`src/rtl/ord_rise_pkg.sv`:
```
package ord_rise_pkg;
    typedef enum logic [1:0] {
        ST_ARMED = 2'd0,
        ST_MATCH = 2'd1,
        ST_DRAIN = 2'd2
    } ord_state_e;
endpackage

```
`src/rtl/ord_rise_sync.sv`:
```
module ord_rise_sync #(
    parameter int WIDTH  = 3,
    parameter int STAGES = 2
) (
    input  logic             clk,
    input  logic             rst,
    input  logic [WIDTH-1:0] async_i,
    output logic [WIDTH-1:0] sync_o
);
    localparam int LAST = STAGES - 1;

    logic [STAGES-1:0][WIDTH-1:0] chain_q;

    always_ff @(posedge clk) begin
        if (rst) begin
            chain_q <= '0;
        end else begin
            chain_q[0] <= async_i;
            for (int s = 1; s < STAGES; s++) begin
                chain_q[s] <= chain_q[s-1];
            end
        end
    end

    assign sync_o = chain_q[LAST];
endmodule

```
`src/rtl/ord_rise_fsm.sv`:
```
module ord_rise_fsm
    import ord_rise_pkg::*;
#(
    parameter int WIDTH = 3
) (
    input  logic             clk,
    input  logic             rst,
    input  logic [WIDTH-1:0] vec_i,
    output logic             match_o
);
    localparam logic [WIDTH-1:0] ALL_HIGH = {WIDTH{1'b1}};
    localparam logic [WIDTH-1:0] ALL_LOW  = '0;

    ord_state_e       state_q, state_d;
    logic [WIDTH-1:0] prev_q;
    logic [WIDTH-1:0] delta;
    logic [WIDTH-1:0] next_step;
    logic             step_ok;
    logic             multi_change;
    logic             match_q;

    assign delta        = vec_i ^ prev_q;
    assign next_step    = {prev_q[WIDTH-2:0], 1'b1};
    assign step_ok      = (vec_i == next_step);
    assign multi_change = (delta & (delta - 1'b1)) != '0;

    always_comb begin
        state_d = state_q;
        unique case (state_q)
            ST_ARMED: begin
                if (delta == '0)
                    state_d = ST_ARMED;
                else if (step_ok && !multi_change)
                    state_d = (vec_i == ALL_HIGH) ? ST_MATCH : ST_ARMED;
                else
                    state_d = ST_DRAIN;
            end
            ST_MATCH: begin
                if (vec_i == ALL_HIGH)
                    state_d = ST_MATCH;
                else if (vec_i == ALL_LOW)
                    state_d = ST_ARMED;
                else
                    state_d = ST_DRAIN;
            end
            ST_DRAIN: begin
                state_d = (vec_i == ALL_LOW) ? ST_ARMED : ST_DRAIN;
            end
            default: state_d = ST_ARMED;
        endcase
    end

    // state register
    always_ff @(posedge clk) begin
        if (rst) state_q <= ST_ARMED;
        else     state_q <= state_d;
    end

    // output and history registers
    always_ff @(posedge clk) begin
        if (rst) begin
            prev_q  <= '0;
            match_q <= 1'b0;
        end else begin
            prev_q  <= vec_i;
            match_q <= (state_d == ST_MATCH);
        end
    end

    assign match_o = match_q;

    // output high implies all inputs were high at the update
    assert_match_all_high_R3: assert property (@(posedge clk) disable iff (rst)
        match_q |-> ($past(vec_i) == ALL_HIGH));

    // leaving the drain state needs an all-low vector
    assert_drain_exit_low_R5: assert property (@(posedge clk) disable iff (rst)
        ($past(state_q) == ST_DRAIN && state_q != ST_DRAIN) |-> ($past(vec_i) == ALL_LOW));

    // simultaneous changes while armed go out of sequence
    assert_multi_change_oos_R6: assert property (@(posedge clk) disable iff (rst)
        (state_q == ST_ARMED && $countones(vec_i ^ prev_q) > 1) |=> (state_q == ST_DRAIN && !match_q));

    // partial fall while matched drops the output
    assert_partial_fall_drop_R7: assert property (@(posedge clk) disable iff (rst)
        (state_q == ST_MATCH && vec_i != ALL_HIGH && vec_i != ALL_LOW) |=> !match_q);

    // the cycle after reset is idle
    assert_reset_idle_R1: assert property (@(posedge clk)
        $rose(rst) |=> (state_q == ST_ARMED && !match_q && prev_q == ALL_LOW));
endmodule

```
`src/rtl/ord_rise_detector.sv`:
```
module ord_rise_detector #(
    parameter int SYNC_STAGES = 2
) (
    input  logic clk,
    input  logic rst,
    input  logic in_a,
    input  logic in_b,
    input  logic in_c,
    output logic match_o
);
    localparam int NUM_IN = 3;

    logic [NUM_IN-1:0] raw_vec;
    logic [NUM_IN-1:0] sync_vec;

    assign raw_vec = {in_c, in_b, in_a};

    ord_rise_sync #(
        .WIDTH  (NUM_IN),
        .STAGES (SYNC_STAGES)
    ) u_sync (
        .clk     (clk),
        .rst     (rst),
        .async_i (raw_vec),
        .sync_o  (sync_vec)
    );

    ord_rise_fsm #(
        .WIDTH (NUM_IN)
    ) u_fsm (
        .clk     (clk),
        .rst     (rst),
        .vec_i   (sync_vec),
        .match_o (match_o)
    );
endmodule

```
`config.mk`:
```
export PLATFORM = sky130hd
export DESIGN_NAME = ord_rise_detector
export DESIGN_NICKNAME = d
export VERILOG_FILES = /design/src/rtl/ord_rise_pkg.sv /design/src/rtl/ord_rise_sync.sv /design/src/rtl/ord_rise_fsm.sv /design/src/rtl/ord_rise_detector.sv
export SDC_FILE = /design/constraint.sdc
export NUM_CORES = 1
export LEC_CHECK = 0
export BUFFER_PORTS_ARGS = -buffer_cell sky130_fd_sc_hd__buf_2
export CORE_AREA = 2 2 39 41
export CTS_CLUSTER_SIZE = 20
export DETAILED_ROUTE_END_ITERATION = 8
export DIE_AREA = 0 0 41 43
export GPL_TIMING_DRIVEN = 1
export HOLD_SLACK_MARGIN = 0.08
export SYNTH_ARGS = -nofsm -noshare
export SYNTH_HDL_FRONTEND = slang
export SYNTH_HIERARCHICAL = 1
export SYNTH_SLANG_ARGS = --single-unit
```
`constraint.sdc`:
```
create_clock -name clk -period 1.95 [get_ports clk]
set_input_delay 0.39 -clock clk [delete_from_list [all_inputs] [get_ports clk]]
set_output_delay 0.39 -clock clk [all_outputs]
set_load 0.05 [all_outputs]
```
=== Word level (Yosys, flattened, before mapping) ===
Cells that the tools add are included.

* Bits in registers: 12
* Latch bits: 0
* Bits in writable memories: 0
* Memory bits (read-only): 0
* Input port bits: 5
* Logic and storage cells: 25
* Memories kept: 0

* Add/subtract/negate cells: 1
* Multipliers: 0
* Divide/modulo/power cells: 0
* $lt $le $gt $ge: 0
* Eq/ne operators: 5
* Shift-type cells: 0
* Mux-type cells: 6
* Bitwise operators: 2
* Reductions and logical operators: 6

{| class="wikitable"
|+ Operator list
! operator !! number
|-
| $mux 2 || 4
|-
| $logic_not 3->1 || 2
|-
| $pmux 2 s3 || 1
|-
| $eq 2x1->1 const B || 2
|-
| $and 3x3->3 || 1
|-
| $eq 3x3->1 || 1
|-
| $eq 3x3->1 const B || 1
|-
| $reduce_bool 3->1 || 1
|-
| $sub 3x1->3 const B || 1
|-
| $xor 3x3->3 || 1
|-
| $eq 2x2->1 const B || 1
|-
| $logic_not 2->1 || 1
|-
| $logic_and 1x1->1 || 1
|-
| $logic_not 1->1 || 1
|-
| $mux 1 || 1
|}

=== Longest topological paths before layout ===
Gate-level depths: netlist of run 1.

* Word-level depth: 10
* Gate-level depth with buffers: 6
* Mapped depth without buffers: 4

=== Cells and area by module ===
The synthesis of run 1 kept the hierarchy.

{| class="wikitable"
|+ Modules (own cells, without submodules)
! module !! times used !! cells each !! area an instance (µm²) !! seq. area each (µm²)
|-
| ord_rise_fsm || 1 || 32 || 291.5 || 120.1
|-
| ord_rise_sync || 1 || 15 || 180.2 || 120.1
|}

=== Worst setup path before layout of run 1 ===
No wires, ideal clock.

* Path type: register -> register
* Start: register u_sync.chain_q, in the netlist u_sync/sync_o[2]
* End: register u_fsm.state_q[1]
* Setup time: 0.116 ns
* Data arrival time: 1.332 ns
* Slack: 0.502 ns
* Cell stages (with the launch flop): 7
* Path buffers: 2
* Clock period less this slack: 1.448 ns
* Cell sequence: dfxtp_1 > buf_4 > buf_6 > or4_4 > nor2_2 > o21ai_2 > a31o_1

* Word-level cells in the longest chain between the ends: 9
* Elaborated cells on any way between the ends: 15

{| class="wikitable"
|+ RTL lines
! item !! RTL line !! source
|-
| from (decl) || ord_rise_sync.sv:12 || <nowiki>logic [STAGES-1:0][WIDTH-1:0] chain_q;</nowiki>
|-
| from (signal, indexed assignment) || ord_rise_sync.sv:20 || <nowiki>chain_q[s] <= chain_q[s-1];</nowiki>
|-
| $xor 3x3->3 || ord_rise_fsm.sv:22 || <nowiki>assign delta = vec_i ^ prev_q;</nowiki>
|-
| $sub 3x1->3 || ord_rise_fsm.sv:25 || <nowiki>assign multi_change = (delta & (delta - 1'b1)) != '0;</nowiki>
|-
| $and 3x3->3 || ord_rise_fsm.sv:25 ||
|-
| $reduce_bool 3->1 || ord_rise_fsm.sv:25 ||
|-
| $logic_not 1->1 || ord_rise_fsm.sv:33 || <nowiki>else if (step_ok && !multi_change)</nowiki>
|-
| $logic_and 1x1->1 || ord_rise_fsm.sv:33 ||
|-
| $mux 2 || ord_rise_fsm.sv:33 ||
|-
| $mux 2 || ord_rise_fsm.sv:31 || <nowiki>if (delta == '0)</nowiki>
|-
| $pmux 2 s3 (*) || ord_rise_fsm.sv:29 || <nowiki>unique case (state_q)</nowiki>
|-
| to (signal assigned) || ord_rise_fsm.sv:56 || <nowiki>else state_q <= state_d;</nowiki>
|-
| to (decl) || ord_rise_fsm.sv:14 || <nowiki>ord_state_e state_q, state_d;</nowiki>
|}

Mark *: on every way between the ends. The rest lies on a longest branch, timed or not.
A chain may end at the register's enable or synchronous reset.

=== Worst setup path in the final report of run 1 ===
Ends and elaborated chain as after synthesis.

==> flow_metrics.tcl, run 1 <==
set metrics [dict create \
    status "complete, no violations" \
    die_area_um2 1760 \
    ctsResizeCount 0 \
    grt_pass1_wl_um 1120 \
    cts_max_path_buffers 2 \
    p_leak_nw 0.199 \
    htreeDepth 1 \
    io_buffer_count 5 \
    worst_setup_path_end_kind "flip-flop" \
    syn2layout_area_growth_pct 10.1 \
    finalHoldViolCount 0 \
    holdBufCountCts 0 \
    grt_pass1_vias 267 \
    avgSynthCellArea_um2 10.0 \
    ant_nets 0 \
    critical_path_required_ps 2120 \
    die_w_um 41 \
    max_freq_mhz 740 \
    syn_area_um2 472 \
    vias 317 \
    cp_top_family "simple AND/OR/NAND/NOR gates" \
    drc_errors 0 \
    dr.pass1.iters 2 \
    fp-row-count 14 \
    fin_skew_ps 1.90 \
    cts_buffers 3 \
    critical_path_arrival_ps 1530 \
    clkLatencyLatePin_ps 270 \
    antenna_cells 0 \
    numClockSinks 12 \
    antenna_found_initial 0 \
    finalCriticalPeriod_ps 1350 \
    crit_chain "or4_4, nor2_2, o21ai_2, a31o_1" \
    syn_inst 47 \
    coreArea_um2 1380 \
    ys_seq_area_frac 0.509 \
    timing.hold.ws_ps 325 \
    clk_pin_slew_worst_paths_ps 70 \
    die_y_um 43 \
    via_per_inst 4.66 \
    rsz0062_at_grt "no" \
    io_pins 6 \
    cts_setup_buffers 0 \
    finalSetupViolCount 0 \
    tritoncts "built" \
    hold_path.class "in -> reg" \
    synth_area_leader_cell "dfxtp_1" \
    globalplace.congestion 0.712 \
    grt-ovfl-total 0 \
    start_kind "flip-flop" \
    tightest_slew_ps 408 \
    drtIter0Drc 4 \
    initial_utilization 0.341 \
    drt_wl_total_um 627 \
    p_per_area_nw_per_um2 944 \
    max_stage_delay_ps 530 \
    cap_viol_max_count 0 \
    ys_types 17 \
    fin_nets 58 \
    track_usage 0.105 \
    critPathMaxFanout 8 \
    slew_headroom 0.721 \
    vdd_drop_max_v 0.000373 \
    layout_worst_path_cycle_share 0.693 \
    netlist.area_leader.share 0.509 \
    wl_per_cell_um 9.22 \
    tns_ps 0 \
    crit_buf_inv 0 \
    drive_above_1_share 0.231 \
    drv_slew 0 \
    crit_type "reg -> reg" \
    cts_root_buffer "clkbuf_4" \
    grt_max_degree 12 \
    synthTopCellsByArea "dfxtp_1 51%, nor2b_1 12%, xnor2_1 5.6%" \
    ys_seq_elements 12 \
    hpwlAfterDp_um 443 \
    yosys_warnings 6 \
    crit_slowest_cell "or4_4" \
    syn_nets 52 \
]
[state kept, by name, indices dropped and copies added (netlist names)]
register / flops
u_fsm/state_q: 2
u_fsm/match_o: 1
u_sync/chain_q: 3
u_fsm/prev_q: 3
u_sync/sync_o: 3
[area by class of cell]
cell class	instances	area [um^2]
Clock buffer	4	36.3
Fill cell	143	865
Multi-Input combinational cell	31	198
Sequential cell	12	240
Tap cell	16	20.0
Timing Repair Buffer	5	25.0
[cells in the mapped netlist]
master / instances
nor3_1: 2
dfxtp_1: 12
o21ai_1: 2
nand3_1: 2
nor2b_1: 9
a21oi_1: 2
a2111oi_0: 1
or4_4: 1
nor2_2: 1
buf_6: 1
a31o_1: 1
buf_4: 3
o21ai_2: 1
or3_1: 1
and4b_1: 1
xnor2_1: 3
nand2_1: 4
[report_power, final]
| group | total [mW] | internal (mW) | switching [mW] |
|---|---|---|---|
| logic | 0.0307 | 0.0185 | 0.0121 |
| clock network | 0.196 | 0.114 | 0.0822 |
| registers | 0.264 | 0.255 | 0.00876 |
| total | 0.490 | 0.387 | 0.103 |
[cells in the final DEF (no fill, tap or decap)]
cell type	n
nor2_2	1
dfxtp_1	12
nand2_1	4
or4_4	1
a21oi_1	2
or3_1	1
a31o_1	1
o21ai_1	2
xnor2_1	3
nor3_1	2
clkbuf_4	3
a2111oi_0	1
buf_2	5
and4b_1	1
nor2b_1	9
nand3_1	2
o21ai_2	1
clkbuf_8	1
[final timing paths]
check	slack, ps	cells past startpoint	to	start
setup / recovery	600	4	u_fsm/state_q[1]	u_sync/sync_o[2]
hold / removal	320	2	u_sync/chain_q[2]	in_c
setup reg to reg	600	4	u_fsm/state_q[1]	u_sync/sync_o[2]
hold reg to reg	440	1	u_sync/sync_o[2]	u_sync/chain_q[2]
[layer usage]
| metal | GRT usage | vias to the layer above | part of all wire |
|---|---|---|---|
| li1 | - | 169 | - |
| met1 | 0.108 | 135 | 0.46 |
| met2 | 0.128 | 8 | 0.42 |
| met3 | 0.0785 | 5 | 0.070 |
| met4 | 0.100 | 0 | 0.043 |
| met5 | 0 | - | 0 |
[cell families (layout without fill, tap and decap cells)]
family | count (synthesis) | count (layout) | share of synthesized area
AO/OA/AOI/OAI | 7 | 7 | 0.0982
XOR/XNOR | 3 | 3 | 0.0557
buffers and inverters | 4 | 9 | 0.0716
flip-flops | 12 | 12 | 0.509
AND/OR/NAND/NOR | 21 | 21 | 0.265
[per-stage QoR]
stage | power (mW) | std cells | util | area [um^2] | worst slack (ps)
after detailed placement | 0.300 | 64 | 0.349 | 483 | 605
final | 0.490 | 68 | 0.375 | 519 | 599
after floorplan | 0.295 | 47 | - | 472 | 502
after CTS | 0.498 | 68 | 0.375 | 519 | 590
after global placement | 0.301 | 64 | 0.349 | 483 | 605
after global routing | 0.520 | 68 | 0.375 | 519 | 524
No activity file was read; power rests on OpenSTA's default activity.
==> run 2: changes to the inputs <==
==> constraint.sdc (replaced) <==
create_clock -name clk -period 1.3 [get_ports clk]
set_input_delay 0.26 -clock clk [delete_from_list [all_inputs] [get_ports clk]]
set_output_delay 0.26 -clock clk [all_outputs]
set_load 0.05 [all_outputs]
==> flow_metrics.tcl, run 2 (synthesis results as in run 1) <==
set metrics [dict create \
    status "complete, no violations" \
    max_freq_mhz 773 \
    mostFrequentLayoutCell "dfxtp_1" \
    dpl.cell_count 66 \
    grt_pass1_wl_um 1180 \
    clk_pin_slew_worst_paths_ps 80 \
    rsz0062_at_grt "yes" \
    grt_pass1_vias 305 \
    die_area_um2 1760 \
    dr.pass1.iters 4 \
    drtIter0Drc 9 \
    holdBufCountCts 0 \
    layout_worst_path_cycle_share 0.995 \
    htreeDepth 1 \
    finalSetupViolCount 0 \
    wl_per_cell_um 10.2 \
    timing.hold.ws_ps 202 \
    antenna_cells 0 \
    final_cells 70 \
    vdd_drop_max_v 0.000726 \
    cts_buffers 3 \
    drc_errors 0 \
    die_y_um 43 \
    worst-r2r-cell-count 4 \
    critPathMaxFanout 4 \
    finalCriticalPeriod_ps 1290 \
    initial_utilization 0.341 \
    worst_setup_path_end_kind "flip-flop" \
    numClockSinks 12 \
    slew_headroom 0.733 \
    io_buffer_count 5 \
    place_area_um2 498 \
    ant_nets 0 \
    via_per_inst 4.80 \
    drv_slew 0 \
    critical_path_arrival_ps 1460 \
    fin_skew_ps 7.37 \
    crit_type "reg -> reg" \
    tritoncts "built" \
    hold_depth 2 \
    fin_nets 60 \
    finalHoldViolCount 0 \
    drt_wl_total_um 715 \
    vias 336 \
    total_power_uw 738 \
    cap_viol_max_count 0 \
    tightest_slew_ps 390 \
    p_leak_nw 0.211 \
    grt_max_degree 12 \
    antenna_found_initial 0 \
    grt-ovfl-total 0 \
    track_usage 0.108 \
    io_pins 6 \
    final_area_um2 541 \
    fp-row-count 14 \
    syn2layout_area_growth_pct 14.6 \
    critical_path_required_ps 1470 \
    cts_max_path_buffers 2 \
    drive_above_1_share 0.278 \
    start_kind "flip-flop" \
    cts_root_buffer "clkbuf_4" \
    coreArea_um2 1380 \
    die_w_um 41 \
    layout_common_cells "11 x dfxtp_1, 9 x nor2b_1, 5 x buf_2" \
    clkLatencyLatePin_ps 270 \
    hold_path.class "in -> reg" \
    globalplace.congestion 0.699 \
    hpwlAfterDp_um 501 \
    p_per_area_nw_per_um2 1370 \
]
==> run 2: cell types whose count changed in the layout (fill, tap and decap cells not counted) <==
cell     delta
nor2_4      +1
dfxtp_2     +1
buf_4       +2
dfxtp_1     -1
nor2_2      -1
==> run 2: per-layer routing <==
layer / vias up / global-route usage / wire length, um / share of wire
met3: 2 / 0.0628 / 32 / 0.045
met1: 154 / 0.116 / 341 / 0.48
met4: 0 / 0.100 / 17 / 0.024
met2: 7 / 0.141 / 323 / 0.45
li1: 173 / - / - / -
met5: - / 0 / 0 / 0
==> run 2: power by group <==
group          switching, mW  internal, mW
clock                  0.119         0.170
sequential            0.0108         0.383
combinational         0.0243        0.0320
==> run 2: layout make-up <==
class | instances | area [um^2]
repair buffers | 7 | 40.0
flip-flops and latches | 12 | 241
well taps | 16 | 20.0
clock buffers | 4 | 36.3
fillers | 137 | 843
multi-input cells | 31 | 203
==> run 2: critical path, stage by stage (launching register included) <==
cell     delay (ps)
dfxtp_2         330
or4_4           520
nor2_4          100
o21ai_2          70
a31o_1          180
==> run 2: timing repair <==
item,in CTS,in global routing
endpoints found under the setup margin,0,1
setup buffers,0,0
resized for setup,0,2
==> run 2: path summary, 6_finish.rpt <==
check / slack [ps] / endpoint / startpoint
min reg2reg: 440 / u_sync/sync_o[1] / u_sync/chain_q[1]
min: 200 / u_sync/chain_q[2] / in_c
max: 7 / u_fsm/state_q[1] / u_sync/sync_o[2]
max reg2reg: 7 / u_fsm/state_q[1] / u_sync/sync_o[2]
==> run 2: per-stage QoR <==
stage / setup TNS [ps] / worst slack (ps) / utilization
after detailed placement: 0 / 16.0 / 0.360
after CTS: 0 / 8.72 / 0.386
after global placement: 0 / 19.6 / 0.360
final: 0 / 6.61 / 0.391
after floorplan: -246 / -148 / -
after global routing: -41.6 / -41.6 / 0.391
